<file path="src/rtl/cpu16_pkg.sv">
package cpu16_pkg;
  localparam int ILEN   = 16;
  localparam int NREG   = 8;
  localparam int RA_IDX = 7;

  typedef enum logic [3:0] {
    OP_SLL, OP_AND, OP_OR, OP_ADD, OP_SUB, OP_ADDI, OP_LW, OP_SW,
    OP_BNE, OP_BEQ, OP_SLT, OP_SLTI, OP_J, OP_JR, OP_JAL, OP_HALT
  } opcode_e;

  typedef enum logic [3:0] {
    S_FETCH, S_DECODE, S_EXEC, S_WB, S_MADDR, S_MRD, S_MWB, S_MWR,
    S_BR, S_JMP, S_JR, S_JAL, S_HALT
  } state_e;

  typedef enum logic [2:0] {
    ALU_ADD, ALU_SUB, ALU_AND, ALU_OR, ALU_SLL, ALU_SLT
  } alu_op_e;

  typedef enum logic       {ASEL_PC, ASEL_A} asel_e;
  typedef enum logic [1:0] {BSEL_B, BSEL_FOUR, BSEL_IMM, BSEL_IMM4} bsel_e;
  typedef enum logic [1:0] {PCS_ALU, PCS_ALUOUT, PCS_JUMP, PCS_REG} pcsel_e;
  typedef enum logic [1:0] {WB_ALUOUT, WB_MEM, WB_PC} wbsel_e;
  typedef enum logic [1:0] {DST_RT, DST_RD, DST_RA} dst_e;

  typedef struct packed {
    logic    pc_we;
    logic    br_en;
    logic    iord;
    logic    mem_re;
    logic    mem_we;
    logic    ir_we;
    logic    ab_we;
    logic    aluout_we;
    logic    reg_we;
    asel_e   asel;
    bsel_e   bsel;
    alu_op_e alu_op;
    pcsel_e  pcsel;
    wbsel_e  wbsel;
    dst_e    dst;
  } ctrl_t;

  function automatic logic is_rtype(opcode_e op);
    return op inside {OP_AND, OP_OR, OP_ADD, OP_SUB, OP_SLT};
  endfunction

  function automatic alu_op_e alu_for(opcode_e op);
    case (op)
      OP_AND:          return ALU_AND;
      OP_OR:           return ALU_OR;
      OP_SUB:          return ALU_SUB;
      OP_SLT, OP_SLTI: return ALU_SLT;
      OP_SLL:          return ALU_SLL;
      default:         return ALU_ADD;
    endcase
  endfunction
endpackage

</file>
<file path="src/rtl/cpu16_alu.sv">
module cpu16_alu
  import cpu16_pkg::*;
#(
  parameter int W = 16
) (
  input  logic [W-1:0] a_i,
  input  logic [W-1:0] b_i,
  input  alu_op_e      op_i,
  output logic [W-1:0] y_o,
  output logic         zero_o
);
  localparam int SHW = $clog2(W);

  always_comb begin
    case (op_i)
      ALU_SUB: y_o = a_i - b_i;
      ALU_AND: y_o = a_i & b_i;
      ALU_OR:  y_o = a_i | b_i;
      ALU_SLL: y_o = a_i << b_i[SHW-1:0];
      ALU_SLT: y_o = {{(W-1){1'b0}}, $signed(a_i) < $signed(b_i)};
      default: y_o = a_i + b_i;
    endcase
  end

  assign zero_o = (y_o == '0);
endmodule

</file>
<file path="src/rtl/cpu16_regfile.sv">
module cpu16_regfile #(
  parameter int W = 16,
  parameter int N = 8
) (
  input  logic                 clk_i,
  input  logic                 rst_ni,
  input  logic [$clog2(N)-1:0] ra_i,
  input  logic [$clog2(N)-1:0] rb_i,
  output logic [W-1:0]         da_o,
  output logic [W-1:0]         db_o,
  input  logic                 we_i,
  input  logic [$clog2(N)-1:0] wa_i,
  input  logic [W-1:0]         wd_i
);
  logic [W-1:0] regs_q [N];

  for (genvar g = 0; g < N; g++) begin : g_reg
    always_ff @(posedge clk_i or negedge rst_ni) begin
      if (!rst_ni)                        regs_q[g] <= '0;
      else if (we_i && wa_i == g[$clog2(N)-1:0]) regs_q[g] <= wd_i;
    end
  end

  assign da_o = regs_q[ra_i];
  assign db_o = regs_q[rb_i];

  // written value is visible one cycle later
  p_rf_write_r3: assert property (@(posedge clk_i) disable iff (!rst_ni)
    we_i |=> regs_q[$past(wa_i)] == $past(wd_i));
endmodule

</file>
<file path="src/rtl/cpu16_ctrl.sv">
module cpu16_ctrl
  import cpu16_pkg::*;
(
  input  logic    clk_i,
  input  logic    rst_ni,
  input  opcode_e op_i,
  output ctrl_t   ctrl_o,
  output state_e  state_o
);
  state_e state_q, state_d;

  always_ff @(posedge clk_i or negedge rst_ni) begin
    if (!rst_ni) state_q <= S_FETCH;
    else         state_q <= state_d;
  end

  always_comb begin
    ctrl_o  = '0;
    state_d = state_q;
    case (state_q)
      S_FETCH: begin
        ctrl_o.mem_re = 1'b1;
        ctrl_o.asel   = ASEL_PC;
        ctrl_o.bsel   = BSEL_FOUR;
        ctrl_o.alu_op = ALU_ADD;
        ctrl_o.pc_we  = 1'b1;
        ctrl_o.pcsel  = PCS_ALU;
        state_d       = S_DECODE;
      end
      S_DECODE: begin
        // speculative branch target while operands are latched
        ctrl_o.ir_we     = 1'b1;
        ctrl_o.ab_we     = 1'b1;
        ctrl_o.asel      = ASEL_PC;
        ctrl_o.bsel      = BSEL_IMM4;
        ctrl_o.alu_op    = ALU_ADD;
        ctrl_o.aluout_we = 1'b1;
        case (op_i)
          OP_LW, OP_SW:   state_d = S_MADDR;
          OP_BNE, OP_BEQ: state_d = S_BR;
          OP_J:           state_d = S_JMP;
          OP_JR:          state_d = S_JR;
          OP_JAL:         state_d = S_JAL;
          OP_HALT:        state_d = S_HALT;
          default:        state_d = S_EXEC;
        endcase
      end
      S_EXEC: begin
        ctrl_o.asel      = ASEL_A;
        ctrl_o.bsel      = is_rtype(op_i) ? BSEL_B : BSEL_IMM;
        ctrl_o.alu_op    = alu_for(op_i);
        ctrl_o.aluout_we = 1'b1;
        state_d          = S_WB;
      end
      S_WB: begin
        ctrl_o.reg_we = 1'b1;
        ctrl_o.wbsel  = WB_ALUOUT;
        ctrl_o.dst    = is_rtype(op_i) ? DST_RD : DST_RT;
        state_d       = S_FETCH;
      end
      S_MADDR: begin
        ctrl_o.asel      = ASEL_A;
        ctrl_o.bsel      = BSEL_IMM;
        ctrl_o.alu_op    = ALU_ADD;
        ctrl_o.aluout_we = 1'b1;
        state_d          = (op_i == OP_LW) ? S_MRD : S_MWR;
      end
      S_MRD: begin
        ctrl_o.iord   = 1'b1;
        ctrl_o.mem_re = 1'b1;
        state_d       = S_MWB;
      end
      S_MWB: begin
        ctrl_o.reg_we = 1'b1;
        ctrl_o.wbsel  = WB_MEM;
        ctrl_o.dst    = DST_RT;
        state_d       = S_FETCH;
      end
      S_MWR: begin
        ctrl_o.iord   = 1'b1;
        ctrl_o.mem_we = 1'b1;
        state_d       = S_FETCH;
      end
      S_BR: begin
        ctrl_o.asel   = ASEL_A;
        ctrl_o.bsel   = BSEL_B;
        ctrl_o.alu_op = ALU_SUB;
        ctrl_o.br_en  = 1'b1;
        ctrl_o.pcsel  = PCS_ALUOUT;
        state_d       = S_FETCH;
      end
      S_JMP: begin
        ctrl_o.pc_we = 1'b1;
        ctrl_o.pcsel = PCS_JUMP;
        state_d      = S_FETCH;
      end
      S_JR: begin
        ctrl_o.pc_we = 1'b1;
        ctrl_o.pcsel = PCS_REG;
        state_d      = S_FETCH;
      end
      S_JAL: begin
        ctrl_o.pc_we  = 1'b1;
        ctrl_o.pcsel  = PCS_JUMP;
        ctrl_o.reg_we = 1'b1;
        ctrl_o.wbsel  = WB_PC;
        ctrl_o.dst    = DST_RA;
        state_d       = S_FETCH;
      end
      default: state_d = S_HALT;
    endcase
  end

  assign state_o = state_q;

  p_fetch_decode_r1: assert property (@(posedge clk_i) disable iff (!rst_ni)
    state_q == S_FETCH |=> state_q == S_DECODE);
endmodule

</file>
<file path="src/rtl/mc_cpu16.sv">
module mc_cpu16
  import cpu16_pkg::*;
#(
  parameter int XLEN   = 16,
  parameter int MEM_AW = 8
) (
  input  logic              clk_i,
  input  logic              rst_ni,
  output logic [MEM_AW-1:0] mem_addr_o,
  output logic              mem_re_o,
  output logic              mem_we_o,
  output logic [XLEN-1:0]   mem_wdata_o,
  input  logic [XLEN-1:0]   mem_rdata_i,
  output logic              halted_o
);
  localparam int RAW = $clog2(NREG);
  localparam int IMW = 6;
  localparam int JTW = 12;

  ctrl_t  ctrl;
  state_e state;

  logic [XLEN-1:0] pc_q, a_q, b_q, aluout_q;
  logic [ILEN-1:0] ir_q, cur_ir;
  logic [XLEN-1:0] rf_a, rf_b, alu_a, alu_b, alu_y, pc_d, wb_data;
  logic [XLEN-1:0] imm_sx, imm_x4, jump_tgt;
  logic [RAW-1:0]  wa;
  logic            alu_zero, br_taken;
  opcode_e         op;

  // instruction word is taken straight from memory during decode
  assign cur_ir   = (state == S_DECODE) ? mem_rdata_i[ILEN-1:0] : ir_q;
  assign op       = opcode_e'(cur_ir[15:12]);
  assign imm_sx   = {{(XLEN-IMW){cur_ir[IMW-1]}}, cur_ir[IMW-1:0]};
  assign imm_x4   = {imm_sx[XLEN-3:0], 2'b00};
  assign jump_tgt = {{(XLEN-JTW-2){1'b0}}, cur_ir[JTW-1:0], 2'b00};

  cpu16_ctrl u_ctrl (
    .clk_i  (clk_i),
    .rst_ni (rst_ni),
    .op_i   (op),
    .ctrl_o (ctrl),
    .state_o(state)
  );

  always_comb begin
    case (ctrl.dst)
      DST_RD:  wa = cur_ir[5:3];
      DST_RA:  wa = RAW'(RA_IDX);
      default: wa = cur_ir[8:6];
    endcase
    case (ctrl.wbsel)
      WB_MEM:  wb_data = mem_rdata_i;
      WB_PC:   wb_data = pc_q;
      default: wb_data = aluout_q;
    endcase
  end

  cpu16_regfile #(.W(XLEN), .N(NREG)) u_rf (
    .clk_i (clk_i),
    .rst_ni(rst_ni),
    .ra_i  (cur_ir[11:9]),
    .rb_i  (cur_ir[8:6]),
    .da_o  (rf_a),
    .db_o  (rf_b),
    .we_i  (ctrl.reg_we),
    .wa_i  (wa),
    .wd_i  (wb_data)
  );

  assign alu_a = (ctrl.asel == ASEL_A) ? a_q : pc_q;
  always_comb begin
    case (ctrl.bsel)
      BSEL_FOUR: alu_b = XLEN'(4);
      BSEL_IMM:  alu_b = imm_sx;
      BSEL_IMM4: alu_b = imm_x4;
      default:   alu_b = b_q;
    endcase
  end

  cpu16_alu #(.W(XLEN)) u_alu (
    .a_i   (alu_a),
    .b_i   (alu_b),
    .op_i  (ctrl.alu_op),
    .y_o   (alu_y),
    .zero_o(alu_zero)
  );

  assign br_taken = ctrl.br_en & (alu_zero ^ (op == OP_BNE));

  always_comb begin
    case (ctrl.pcsel)
      PCS_ALUOUT: pc_d = aluout_q;
      PCS_JUMP:   pc_d = jump_tgt;
      PCS_REG:    pc_d = a_q;
      default:    pc_d = alu_y;
    endcase
  end

  always_ff @(posedge clk_i or negedge rst_ni) begin
    if (!rst_ni) begin
      pc_q     <= '0;
      ir_q     <= '0;
      a_q      <= '0;
      b_q      <= '0;
      aluout_q <= '0;
    end else begin
      if (ctrl.pc_we || br_taken) pc_q <= pc_d;
      if (ctrl.ir_we)             ir_q <= mem_rdata_i[ILEN-1:0];
      if (ctrl.ab_we) begin
        a_q <= rf_a;
        b_q <= rf_b;
      end
      if (ctrl.aluout_we)         aluout_q <= alu_y;
    end
  end

  assign mem_addr_o  = ctrl.iord ? aluout_q[MEM_AW+1:2] : pc_q[MEM_AW+1:2];
  assign mem_re_o    = ctrl.mem_re;
  assign mem_we_o    = ctrl.mem_we;
  assign mem_wdata_o = b_q;
  assign halted_o    = (state == S_HALT);

  p_pc_step_r1: assert property (@(posedge clk_i) disable iff (!rst_ni)
    state == S_FETCH |=> pc_q == $past(pc_q) + XLEN'(4));
  p_mem_excl_r2: assert property (@(posedge clk_i) disable iff (!rst_ni)
    !(mem_re_o && mem_we_o));
  p_halt_hold_r9: assert property (@(posedge clk_i) disable iff (!rst_ni)
    halted_o |=> halted_o && $stable(pc_q));
  p_halt_quiet_r9: assert property (@(posedge clk_i) disable iff (!rst_ni)
    halted_o |-> !mem_we_o && !mem_re_o);
endmodule

</file>
<file path="config.mk">
export PLATFORM = sky130hd
export DESIGN_NAME = mc_cpu16
export DESIGN_NICKNAME = d
export VERILOG_FILES = /design/src/rtl/cpu16_pkg.sv /design/src/rtl/cpu16_alu.sv /design/src/rtl/cpu16_regfile.sv /design/src/rtl/cpu16_ctrl.sv /design/src/rtl/mc_cpu16.sv
export SDC_FILE = /design/constraint.sdc
export NUM_CORES = 1
export LEC_CHECK = 0
export CAP_MARGIN = 10
export CORE_MARGIN = 10
export CORE_UTILIZATION = 65
export DETAILED_ROUTE_END_ITERATION = 10
export DONT_BUFFER_PORTS = 1
export MAX_ROUTING_LAYER = met4
export PLACE_DENSITY_LB_ADDON = 0.08
export SYNTH_ARGS = -nofsm -noshare
export SYNTH_HDL_FRONTEND = slang
export SYNTH_SLANG_ARGS = --single-unit
</file>
<file path="constraint.sdc">
create_clock -name clk_i -period 6.01 [get_ports clk_i]
set_input_delay 0.601 -clock clk_i [delete_from_list [all_inputs] [get_ports clk_i]]
set_output_delay 0.601 -clock clk_i [all_outputs]
set_load 0.02 [all_outputs]
</file>
==> results list, run 1 <==
- Latest clock arrival within the worst-skew pair: 520 ps
- Yosys mapped a number of flops with a built-in enable equal to 0.
* Pin count of the biggest net entering global routing: 213
- Share of flip-flops with an asynchronous set or reset: 1.00
* Wire length reported by the detailed router: 48,100 µm
* Period Utilization, post-route: 0.963
* Die width: 171 µm
- Initial antenna violation count: 1
- Time the final worst path needs with I/O delays and setup: 5790 ps
- Predominant post-synthesis flop cell: sky130_fd_sc_hd__dfrtp_1
- The clock arrives with 12.8 ps of skew.
- After clock tree synthesis, the clock-pin slew on the worst setup and hold paths is 60 ps.
- Remaining design rule violation count: 0
* Max-slew headroom at the worst pin: 0.286
- The total overflow left after global routing is 0.
* Die Y-Extent: 171 µm
- Dominant cells by area after synthesis: sky130_fd_sc_hd__dfrtp_1 36%, sky130_fd_sc_hd__mux2i_1 12%, sky130_fd_sc_hd__mux2_2 7.2%
- Setup slack on the critical path of the routed design comes to 221 ps.
- Post-synth top area share: 0.356
- The die covers 0.0294 mm².
* Crit-path max FO: 16
- Number of buffers created by CTS: 24
- Buffers from clock root to sink, at most: 3
* GR Util All Layers: 0.335
* Count of mapped cells out of synthesis: 1,555
* Arrival time worst endpoint: 6200 ps
- Derived from the worst setup path, the maximum achievable clock frequency is 173 MHz.
* Path depth of the worst reg2reg path: 22
* Worst R2R End: pc_q[5]$_DFFE_PN0P_
- The cell sitting at the root of the clock tree is a sky130_fd_sc_hd__clkbuf_16.
- For the pin with the worst max-slew slack, the measured transition is 1070 ps.
- CTS tree: yes
* Floorplan Core Area: 0.0226 mm²
* Critical Path RT: 6420 ps
- Leading cell type in the layout, fill and taps excluded: sky130_fd_sc_hd__dfrtp_1
- Syn avg cell area: 9.59 µm²
- In the final layout, the share of cells above drive strength 1 is 0.192.
* DRT Pass-1 Iters: 6
- The tool flagged a number of max-cap violations equal to 0.
* Initial core utilization: 0.659
- Synthesis Warnings: 0
- Post-layout net count: 1,638
- Setup slack, reg-to-reg: 220 ps
- Startpoint types: flip-flop
- Mean routed wirelength per cell: 25.7 µm
- Leaving out fill and tap cells, the most frequent cells in the layout are 212 x sky130_fd_sc_hd__dfrtp_1, 174 x sky130_fd_sc_hd__mux2i_1, 157 x sky130_fd_sc_hd__nand2_1.
* Path category of the worst min-delay check: in2async
- The number of slew-limit violations in the final report came to 0.
- Setup violations remaining at the end of the flow were counted as 0.
- Nets in the synthesized netlist: 1,626
* Via count of the first global-routing pass: 12,800
- Count of pins on the block boundary: 45
- Unrepaired setup endpoints after global routing: no
* Number of sinks on the clock net: 212
- Vias after detailed routing: 13,000
- Last weighted congestion value of the routability-driven placer: 1.04
* Worst reg2reg path startpoint: ir_q[15]$_DFFE_PN0P_
* HPWL after detailed placement: 34,300 µm
- Prior to clock tree synthesis, the placed netlist has a worst setup slack of -23.2 ps.
- Leading area contributor after synthesis: sky130_fd_sc_hd__dfrtp_1
* Quantity of I/O buffers inserted on ports: 0
- Netlist area before placement: 0.0149 mm²
- Distinct cell type count of the synthesized netlist: 87
- For this block, the initial DRC count from the detailed router was 1,460.
* Sequential share of the synthesized area: 0.356
- The first global-routing pass estimated 74,600 µm of wire.
* Detail Route Antenna Nets: 0
- Final hold viol count: 0
- Category of the worst setup path capture point: flip-flop
- Using the TritonRoute via totals, the vias-per-cell ratio works out to 6.94.
- Result of the run: completed
* Area growth from synthesis to final layout: 10.7%
- Yosys reg bits: 212
- In this run the number of H-tree levels came out at 1.
- Row Count: 55
* Setup Crit Path Kind: reg2reg
[worst max path at each step]
stage	start	to	depth (start not counted)
floorplan	u_ctrl.state_o[3]$_DFF_PN0_	pc_q[0]$_DFFE_PN0P_	22
global placement	ir_q[15]$_DFFE_PN0P_	pc_q[6]$_DFFE_PN0P_	21
detailed placement	ir_q[15]$_DFFE_PN0P_	pc_q[5]$_DFFE_PN0P_	21
CTS	ir_q[15]$_DFFE_PN0P_	pc_q[5]$_DFFE_PN0P_	21
global route	ir_q[15]$_DFFE_PN0P_	pc_q[5]$_DFFE_PN0P_	22
finish	ir_q[15]$_DFFE_PN0P_	pc_q[5]$_DFFE_PN0P_	22
[flip-flops by register name, summed over array words and instances, names as in the netlist]
signal / count
u_rf.regs_q: 128
a_q: 16
aluout_q: 16
ir_q: 16
mem_wdata_o: 16
pc_q: 16
u_ctrl.state_o: 4
[routing by layer]
| metal | part of all wire | track usage | up-vias |
|---|---|---|---|
| li1 | - | - | 5697 |
| met1 | 0.39 | 0.410 | 6373 |
| met2 | 0.47 | 0.524 | 715 |
| met3 | 0.079 | 0.0575 | 193 |
| met4 | 0.059 | 0.177 | 0 |
| met5 | 0 | - | - |
[critical path, cell delays in order (launching register included)]
cell                       delay, ps
sky130_fd_sc_hd__dfrtp_1         450
sky130_fd_sc_hd__nor4b_4         440
sky130_fd_sc_hd__nor2_4           70
sky130_fd_sc_hd__a21oi_2         240
sky130_fd_sc_hd__buf_4           240
sky130_fd_sc_hd__mux2i_4         260
sky130_fd_sc_hd__buf_4           260
sky130_fd_sc_hd__ha_1            290
sky130_fd_sc_hd__o21ba_2         220
sky130_fd_sc_hd__o21bai_1        320
sky130_fd_sc_hd__a21oi_1         130
sky130_fd_sc_hd__o211a_1         170
sky130_fd_sc_hd__o21ai_1         260
sky130_fd_sc_hd__nor3b_1         410
sky130_fd_sc_hd__buf_4           190
sky130_fd_sc_hd__o31ai_1          90
sky130_fd_sc_hd__nand2_1          80
sky130_fd_sc_hd__a221oi_1        100
sky130_fd_sc_hd__or4_4           610
sky130_fd_sc_hd__nor4_4          300
sky130_fd_sc_hd__nor3b_4          80
sky130_fd_sc_hd__buf_12          160
sky130_fd_sc_hd__a221oi_1        300
[layout make-up]
class                   instances  area (µm²)
diodes                          1        2.50
inverters                      64         240
fillers                      1610        6120
clock inverters                 8         121
flip-flops and latches        212        5310
multi-input cells            1180        9060
clock buffers                  35         743
well taps                     285         357
repair buffers                 85         696
[metrics by stage]
step | TNS (ps) | std cells | area (µm²) | utilization | hold WS (ps)
finish | 0 | 1870 | 16500 | 0.730 | 125
global route | 0 | 1870 | 16500 | 0.730 | 245
CTS | 0 | 1867 | 16500 | 0.727 | 225
detailed placement | -63.2 | 1822 | 15600 | 0.687 | 310
global placement | 0 | 1822 | 15600 | 0.687 | 311
floorplan | 0 | 1555 | 14900 | - | 305
[synthesized netlist by cell type (5+ instances only)]
cell                       number
sky130_fd_sc_hd__nor3_1        15
sky130_fd_sc_hd__mux4_2        32
sky130_fd_sc_hd__a221oi_1      12
sky130_fd_sc_hd__nand3_1       19
sky130_fd_sc_hd__clkbuf_1      72
sky130_fd_sc_hd__o221ai_1       6
sky130_fd_sc_hd__nor3b_1        6
sky130_fd_sc_hd__nor2_1       122
sky130_fd_sc_hd__dfrtp_1      212
sky130_fd_sc_hd__a221oi_2      10
sky130_fd_sc_hd__a211oi_1      17
sky130_fd_sc_hd__mux2_2        96
sky130_fd_sc_hd__o211ai_1      18
sky130_fd_sc_hd__nand2_1      157
sky130_fd_sc_hd__buf_2         10
sky130_fd_sc_hd__a22oi_1       24
sky130_fd_sc_hd__nand2b_1       9
sky130_fd_sc_hd__o21a_1        27
sky130_fd_sc_hd__and2_1         5
sky130_fd_sc_hd__a21o_1         9
sky130_fd_sc_hd__xnor2_1       12
sky130_fd_sc_hd__o21ai_0      153
sky130_fd_sc_hd__nor2b_1       11
sky130_fd_sc_hd__ha_1          51
sky130_fd_sc_hd__inv_1         61
sky130_fd_sc_hd__or3_1          6
sky130_fd_sc_hd__a21oi_1       84
sky130_fd_sc_hd__mux2i_1      177
sky130_fd_sc_hd__buf_1         12
sky130_fd_sc_hd__a31oi_1        7
[kinds of logic (layout without fill, tap and decap cells)]
family / count (synthesis) / after routing / share of synthesized area
flip-flops: 212 / 212 / 0.356
other: 0 / 1 / 0
XOR/XNOR: 17 / 17 / 0.0105
AND/OR/NAND/NOR: 380 / 380 / 0.118
buffers and inverters: 163 / 192 / 0.0434
AO/OA/AOI/OAI: 422 / 422 / 0.183
adder cells (fa/ha/maj): 53 / 53 / 0.0455
multiplexers: 308 / 308 / 0.244
[timing repair]
item                       in CTS  in global routing
setup endpoints to repair       6                 16
setup buffers                   1                  2
pin swaps                       0                  1
gates resized for setup         0                  4
hold buffers                    1                  0
hold endpoints to repair      212                  0
Power of run 1 is not shown: default switching activity piles up to over one toggle a cycle in this logic, so the estimate is an artifact.
==> inputs of run 2 (changes only) <==
--- a/config.mk
+++ b/config.mk
@@ -5,6 +5,7 @@
 export SDC_FILE = /design/constraint.sdc
 export NUM_CORES = 1
 export LEC_CHECK = 0
+export ABC_AREA = 1
 export CAP_MARGIN = 10
 export CORE_MARGIN = 10
 export CORE_UTILIZATION = 65
==> run 2 against run 1 <==
  * Final cell count up 20%
  * Synthesized cell count rose by 28%
  * First-iteration DRC count up 60%
==> results list, run 2 <==
- Headroom to the max-slew limit came out at 0.175.
- Fraction of final layout cells sized beyond drive strength 1: 0.123
- For this configuration, the core starts out at a cell density of 0.656.
- Setup Crit Path Kind: reg2reg
- Including well taps, the total number of placed cells is 2,208.
- STA classifies the critical path endpoint as a flip-flop.
* Predominant post-synthesis flop cell: sky130_fd_sc_hd__dfrtp_1
- Number of flops mapped to enable cells by yosys: 0
- sky130_fd_sc_hd__nand2_1 is the most common cell in the netlist.
- Number of sinks on the clock net: 212
- The run finished with clean final reports.
* CTS tree: yes
* Number of buffers created by CTS: 23
- Across the run, the number of max-cap violations was 0.
- Maximum VDD drop: 0.218 mV
* Final Max Tran Viols: 0
* Number of buffers and inverters on the critical path: 4
* Arrival time worst endpoint: 5990 ps
* Sequential share of the synthesized area: 0.360
- Critical Path RT: 6430 ps
* Row Count: 55
- By area the synthesized netlist is led by sky130_fd_sc_hd__dfrtp_1 36%, sky130_fd_sc_hd__nand2_1 12%, sky130_fd_sc_hd__o21ai_0 8.3%.
- In the detailed route, the total length drawn on met2 is 23,000 µm.
- Summing every instance area after synthesis gives 0.0147 mm².
- GR Util All Layers: 0.352
- Counting every instance in the synthesized netlist gives 1,987.
- Synthesis Warnings: 0
- At the pin with the least slew margin, the transition time is 1240 ps.
* Floorplan Core Area: 0.0224 mm²
- Leakage power of the design: 7.76 nW
- After detailed routing, the number of remaining DRC violations is 0.
* Critical path's largest stage delay: 450 ps
- The worst setup path is launched from a flip-flop.
- Total Neg Setup Slack: 0 ps
* Deepest level of the CTS H-tree: 1
- Among all stages on the critical path, the largest delay is contributed by sky130_fd_sc_hd__fa_1.
- Worst reg2reg path startpoint: u_ctrl.state_o[0]$_DFF_PN0_
* HPWL after detailed placement: 35,700 µm
* Clock root buffer: sky130_fd_sc_hd__clkbuf_16
- Vias after detailed routing: 14,700
* Last weighted congestion value of the routability-driven placer: 1.07
- Excluding fillers, the count of instances in the completed layout stands at 2,251.
- Detail Route Antenna Nets: 0
- For this block, wires on met1 add up to 19,100 µm.
- The min-delay analysis places its worst path in the category in2async.
- For this design the ratio of total power to cell area is 180 mW/mm².
- Number of design-rule violations left by the first detailed-router iteration: 2,333
- Die width: 170 µm
* Wire length reported by the detailed router: 50,400 µm
- Dividing the detail-routed via count by the number of cells gives 6.54.
* Final hold viol count: 0
* Overall die area: 0.0291 mm²
- Syn avg cell area: 7.41 µm²
- Cell repeated most along the worst path: sky130_fd_sc_hd__nand2_1
* Nets in the synthesized netlist: 2,058
- Number of setup violations in the final report: 0
* Most used cells in the layout excluding fill and tap cells: 483 x sky130_fd_sc_hd__nand2_1, 240 x sky130_fd_sc_hd__o21ai_0, 212 x sky130_fd_sc_hd__dfrtp_1
* Unrepaired setup endpoints after global routing: no
* Latest clock arrival within the worst-skew pair: 530 ps
* Share of flip-flops with an asynchronous set or reset: 1.00
- Timing would allow up to 179 MHz.
- Clock-pin slew was measured on the worst setup and hold paths at 60 ps.
- First-pass GRT wire length: 78,200 µm
- Counting along the longest clock path gives a buffer depth of 3.
- Family of cells with the greatest summed delay on the critical path: simple AND/OR/NAND/NOR gates
- Uppermost layer routed: met4
* Wire length on met3: 5700 µm
- Dividing the final minimum period by the clock period gives 0.927.
- In this run the count of I/O pins placed on the die edge is 45.
- In the final routed layout, each cell accounts on average for 22.4 µm.
* DRT Pass-1 Iters: 6
- Ranked by flip-flop count, first place goes to u_rf.regs_q.
- Leading cell type in the layout, fill and taps excluded: sky130_fd_sc_hd__nand2_1
- Counting flops and latches in the post-synthesis netlist gives 212.
* CP Launch Point: u_ctrl.state_o[0]$_DFF_PN0_
- The clock arrives with 11.1 ps of skew.
- The register with the most flip-flops in the layout has 128 of them.
- Counting instances in the post-synthesis netlist gives the leading cell types as 483 x sky130_fd_sc_hd__nand2_1, 244 x sky130_fd_sc_hd__o21ai_0, 212 x sky130_fd_sc_hd__dfrtp_1, 186 x sky130_fd_sc_hd__inv_1.
* Via count of the first global-routing pass: 13,900
- Distinct cell type count of the synthesized netlist: 55
- The area growth from synthesis to layout is 7.00%.
* Time the final worst path needs with I/O delays and setup: 5570 ps
- The initial antenna violation count was 1.
- After global routing the overflow that remains totals 0.
- Die Y-Extent: 170 µm
- Of all nets on the critical path, the largest fanout is 20.
- Post-layout net count: 2,021
- Pin count of the biggest net entering global routing: 213
- Of all cell types, the one taking the most synthesized area is sky130_fd_sc_hd__dfrtp_1.
* Quantity of I/O buffers inserted on ports: 0
* Post-synth top area share: 0.360
run 2: cell count changes in the layout (fill, tap and decap cells not counted), moves of 58 or more:
cell / previous run / this run
sky130_fd_sc_hd__inv_1: 61 / 184
sky130_fd_sc_hd__o221ai_1: 6 / 64
sky130_fd_sc_hd__o21ai_0: 152 / 240
sky130_fd_sc_hd__nand2_1: 157 / 483
sky130_fd_sc_hd__mux2i_1: 174 / 0
sky130_fd_sc_hd__nand3_1: 19 / 150
run 2: area by class of cell:
| cell class | instances | area [µm²] |
|---|---|---|
| Multi-Input combinational cell | 1466 | 8250 |
| Fill cell | 1894 | 6680 |
| Sequential cell | 212 | 5310 |
| Inverter | 202 | 758 |
| Clock buffer | 35 | 651 |
| Timing Repair Buffer | 45 | 358 |
| Tap cell | 285 | 357 |
| Clock inverter | 5 | 65.1 |
| Antenna cell | 1 | 2.50 |
run 2: path summary, 6_finish.rpt:
path | endpoint | slack, ps | depth (start not counted)
min | ir_q[12]$_DFFE_PN0P_ | 110 | 1
max | pc_q[12]$_DFFE_PN0P_ | 440 | 36
min reg2reg | aluout_q[14]$_DFFE_PN0P_ | 490 | 2
min in group clk_i | mem_wdata_o[13]$_DFFE_PN0P_ | 170 | 1
max reg2reg | pc_q[12]$_DFFE_PN0P_ | 440 | 36
max in group asynchronous | mem_wdata_o[14]$_DFFE_PN0P_ | 5020 | 1
run 2: kinds of logic (layout without fill, tap and decap cells):
| group | count (synthesis) | in the layout | synth area share |
|---|---|---|---|
| xor+xnor | 8 | 8 | 0.00476 |
| other cells | 0 | 1 | 0 |
| fa+ha+maj | 53 | 53 | 0.0461 |
| simple gates | 857 | 857 | 0.252 |
| flops | 212 | 212 | 0.360 |
| buf+inv | 309 | 287 | 0.0826 |
| compound gates | 458 | 458 | 0.185 |
| mux | 90 | 90 | 0.0688 |
run 2: stage by stage:
stage               setup WS, ps  cell area, µm²  total power, mW   util  hold slack [ps]
floorplan                   1040           14700             1.46      -              305
finish                       439           15800             2.83  0.702              109
CTS                          322           15700             2.83  0.701              170
detailed placement           382           15000             1.46  0.668              313
global route                34.7           15800             2.89  0.702              110
global placement             497           15000             1.46  0.668              312
run 2: worst register-to-register path: cells and delay by family (launching register included):
family / cells / cell delay, ps
AOI/OAI and AO/OA: 6 / 930
xor gates and xnor gates: 1 / 140
adders and majority gates: 2 / 680
buffers and inverters: 4 / 330
DFF: 1 / 440
and+or+nand+nor: 23 / 2980
run 2: power by group:
part	internal (mW)	leakage [nW]	switching (mW)
registers	1.43	2.38	0
clock network	0.791	0.351	0.577
logic	0.00251	5.02	0.0298
total	2.22	7.76	0.607
run 2: timing repair:
action / CTS / global route
endpoints found under the hold margin: 212 / 0
resized for setup: 0 / 5
hold buffers: 1 / 0
buffers inserted: 0 / 1
setup endpoints to repair: 0 / 16
run 2: per-layer routing:
metal	up-vias	GRT usage
li1	6627	-
met1	6993	0.435
met2	931	0.548
met3	178	0.0726
met4	0	0.165
met5	-	-
Power figures use the tool's default switching activity.
==> inputs of run 3 (changes only) <==
--- a/config.mk
+++ b/config.mk
@@ -15,4 +15,5 @@
 export PLACE_DENSITY_LB_ADDON = 0.08
 export SYNTH_ARGS = -nofsm -noshare
 export SYNTH_HDL_FRONTEND = slang
+export SYNTH_HIERARCHICAL = 1
 export SYNTH_SLANG_ARGS = --single-unit
==> run 3 against run 2 <==
  * Total power rose by 5.2%
  * Clock skew is 28 ps higher
  * Clock-buffer cell count decreased by 5
  * Core utilization about the same
  * Flip-flop and latch count is the same
  * Non-clock buffer count down 10
  * Fmax shrank 2.9%
  * Routed wire length up 7.8%
  * Largest power group is now the clock network
  * Largest cell class unchanged
  * Global-route usage is 0.68 points lower
==> results list, run 3 <==
- Row Count: 57
- Fraction of the mapped netlist area in compound gates: 0.128
* Setup slack, reg-to-reg: 270 ps
* Crit path setup slack, layout: 272 ps
- For this configuration, the core starts out at a cell density of 0.662.
- The worst setup path is captured at a flip-flop.
* Crit-path max FO: 17
* Sequential share of the synthesized area: 0.330
- By instance count, the leading cell after synthesis is sky130_fd_sc_hd__nand2_1.
- For this run, the total global-route usage over all layers was measured as 0.346.
- TritonCTS built the clock tree.
- The multi-input combinational cells in the finished layout cover a total of 0.00880 mm².
- In this run the critical register-to-register path is launched from u_ctrl/state_o[2]$_DFF_PN0_.
* Total power: 2.97 mW
* Initial antenna violation count: 1
- The number of global-route vias before repair was 15,900.
* Highest clock frequency the design can meet: 174 MHz
- DRT Pass-1 Iters: 8
* Area growth from synthesis to final layout: 6.04%
* Overall die area: 0.0315 mm²
- From left edge to right edge, the die measures 177 µm.
* Post-layout net count: 2,567
- Number of flops mapped to enable cells by yosys: 0
* Multiplexer share of the synthesized area: 0.00630
- For this run, the number of Yosys warnings is 6.
- Counting every instance in the synthesized netlist gives 2,553.
* Max-slew headroom at the worst pin: 0.142
* Post-route core utilization: 0.702
- In this run the cell area measured after placement is 0.0161 mm².
* Vias after detailed routing: 17,100
- Path category of the worst min-delay check: in2async
* Total Neg Setup Slack: 0 ps
- Max capacitance violation total: 0
* Final global-route overflow total: 0
- In this run, placement finished with an instance count of 2,784.
- Remaining design rule violation count: 0
- 45 I/O pins were placed.
- Yosys reg bits: 212
- By count the netlist is led by 966 x sky130_fd_sc_hd__nand2_1, 360 x sky130_fd_sc_hd__inv_1, 251 x sky130_fd_sc_hd__nand3_1, 232 x sky130_fd_sc_hd__o21ai_0, 212 x sky130_fd_sc_hd__dfrtp_1.
- Post-synth top area share: 0.330
- Number of setup violations in the final report: 0
- Wire length reported by the detailed router: 54,400 µm
- The wire-length estimate of the detail-placed layout is 37,700 µm.
* Post-synthesis adder-cell area fraction: 0.0468
* Critical Path RT: 6480 ps
- Startpoint types: flip-flop
* Last weighted congestion value of the routability-driven placer: 1.06
* Deepest level of the CTS H-tree: 1
- On the worst path, the slowest cell contributes a delay of 480 ps.
* Result of the run: completed
* Leading cell type in the layout, fill and taps excluded: sky130_fd_sc_hd__nand2_1
* Fraction of synthesized cell area in xor and xnor cells: 0.000544
- Power per standard cell area: 174 mW/mm²
* Flip-flop count of the largest register after layout: 128
- In the post-synthesis netlist, the biggest area contributors are sky130_fd_sc_hd__dfrtp_1 33%, sky130_fd_sc_hd__nand2_1 23%, sky130_fd_sc_hd__inv_1 8.4%.
- At the later pin of the worst-skew pair, clock insertion delay measures 560 ps.
- Final Max Tran Viols: 0
* Syn avg cell area: 6.31 µm²
- Arrival time worst endpoint: 6210 ps
* Nets in the synthesized netlist: 2,630
- Buffers from clock root to sink, at most: 3
* Share of flip-flops with an asynchronous set or reset: 1.00
- Setup repair after global routing left no endpoint under its margin.
* Clock transition at path regs: 60 ps
* Number of buffers created by CTS: 25
- The mapped netlist covers 0.0161 mm².
- Final hold viol count: 0
- Post-route standard cell area excluding fillers: 0.0171 mm²
* Pin count of the biggest net entering global routing: 213
- In this design, the critical path's most frequently occurring cell is sky130_fd_sc_hd__nand3_1.
- For the worst flop-to-flop path, the logic depth is 32.
* Number of sinks on the clock net: 212
- In this run the tool buffered the top-level ports with 0 buffer cells.
- More flip-flops sit in one register than any other, and that register is u_rf/regs_q.
- Time the final worst path needs with I/O delays and setup: 5740 ps
* Fin Clk Skew: 38.7 ps
- The largest total area in the synthesized netlist belongs to sky130_fd_sc_hd__dfrtp_1.
* Mean routed wirelength per cell: 19.2 µm
- Hold is met by 53.2 ps.
* Maximum VDD drop: 0.267 mV
- In the final layout, the share of cells above drive strength 1 is 0.0674.
* Pre-CTS setup slack: 427 ps
* Leakage power of the design: 9.14 nW
* Post-route insts no fill: 2,833
- The tree is rooted in a sky130_fd_sc_hd__clkbuf_16.
* Detail Route Antenna Nets: 0
* First-pass GRT wire length: 84,900 µm
- The core region is 0.0243 mm².
- The most used flip-flop cell after synthesis is sky130_fd_sc_hd__dfrtp_1.
- At the pin with the least slew margin, the transition time is 1290 ps.
* Dominant combinational cell family by area after synthesis: simple AND/OR/NAND/NOR gates
- Die Y-Extent: 177 µm
- Most used cells in the layout excluding fill and tap cells: 966 x sky130_fd_sc_hd__nand2_1, 359 x sky130_fd_sc_hd__inv_1, 251 x sky130_fd_sc_hd__nand3_1
- Filler cell count in the final layout: 2,126
* Simple-gate area share of the yosys netlist: 0.360
- The slowest stage of the critical path is the sky130_fd_sc_hd__dfrtp_1 cell.
- Using the TritonRoute via totals, the vias-per-cell ratio works out to 6.02.
* Period Utilization, post-route: 0.955
* Area occupied by registers: 0.00531 mm²
* Worst R2R End: pc_q[11]$_DFFE_PN0P_
- By startpoint and endpoint, the worst setup path is classified as reg2reg.
* Number of design-rule violations left by the first detailed-router iteration: 2,098
- Distinct cell type count of the synthesized netlist: 49
## run 3: cells by family (layout without fill, tap and decap cells)
kind of cell | after synthesis | after routing
xor gates and xnor gates | 1 | 1
muxes | 9 | 9
AOI/OAI and AO/OA | 379 | 379
and+or+nand+nor | 1388 | 1388
adders and majority gates | 59 | 59
DFF | 212 | 212
buffers and inverters | 505 | 459
other | 0 | 2
## run 3: where the power goes
group          switching, mW  leakage [nW]  internal (mW)
registers                  0          2.50           1.43
clock network          0.639         0.404          0.878
logic                 0.0283          6.24        0.00231
## run 3: final cells by class
| class | instances | area share |
|---|---|---|
| Antenna cell | 2 | 0.000293 |
| Clock buffer | 30 | 0.0389 |
| Clock inverter | 14 | 0.00850 |
| Inverter | 380 | 0.0839 |
| Multi-Input combinational cell | 1836 | 0.515 |
| Sequential cell | 212 | 0.311 |
| Tap cell | 324 | 0.0237 |
| Timing Repair Buffer | 35 | 0.0185 |
## run 3: how the worst max path moves through the flow
stage                                startpoint              endpoint  slack [ps]  cells after the start
global route        u_ctrl/state_o[2]$_DFF_PN0_   pc_q[2]$_DFFE_PN0P_          10                     33
global placement    u_ctrl/state_o[0]$_DFF_PN0_   pc_q[0]$_DFFE_PN0P_         590                     32
CTS                 u_ctrl/state_o[0]$_DFF_PN0_  pc_q[11]$_DFFE_PN0P_         400                     34
floorplan           u_ctrl/state_o[2]$_DFF_PN0_  pc_q[14]$_DFFE_PN0P_        1330                     37
finish              u_ctrl/state_o[2]$_DFF_PN0_  pc_q[11]$_DFFE_PN0P_         270                     32
detailed placement  u_ctrl/state_o[0]$_DFF_PN0_   pc_q[2]$_DFFE_PN0P_         430                     34
## run 3: timing repair
item | in CTS | in global routing
endpoints found under the hold margin | 212 | 0
setup endpoints to repair | 0 | 16
buffers inserted | 0 | 1
resized for setup | 0 | 13
hold buffers | 1 | 0
## run 3: worst max-delay path, delay by kind of cell, from the launching register on
kind / cells / cell delay (ps)
simple gates: 21 / 2920
flops: 1 / 480
compound gates: 3 / 850
buf+inv: 6 / 670
fa+ha+maj: 2 / 700
## run 3: layer usage
metal  global-route usage  share of wire
met5                    -              0
met4                0.193          0.061
met3               0.0669           0.11
met2                0.545           0.46
met1                0.409           0.37
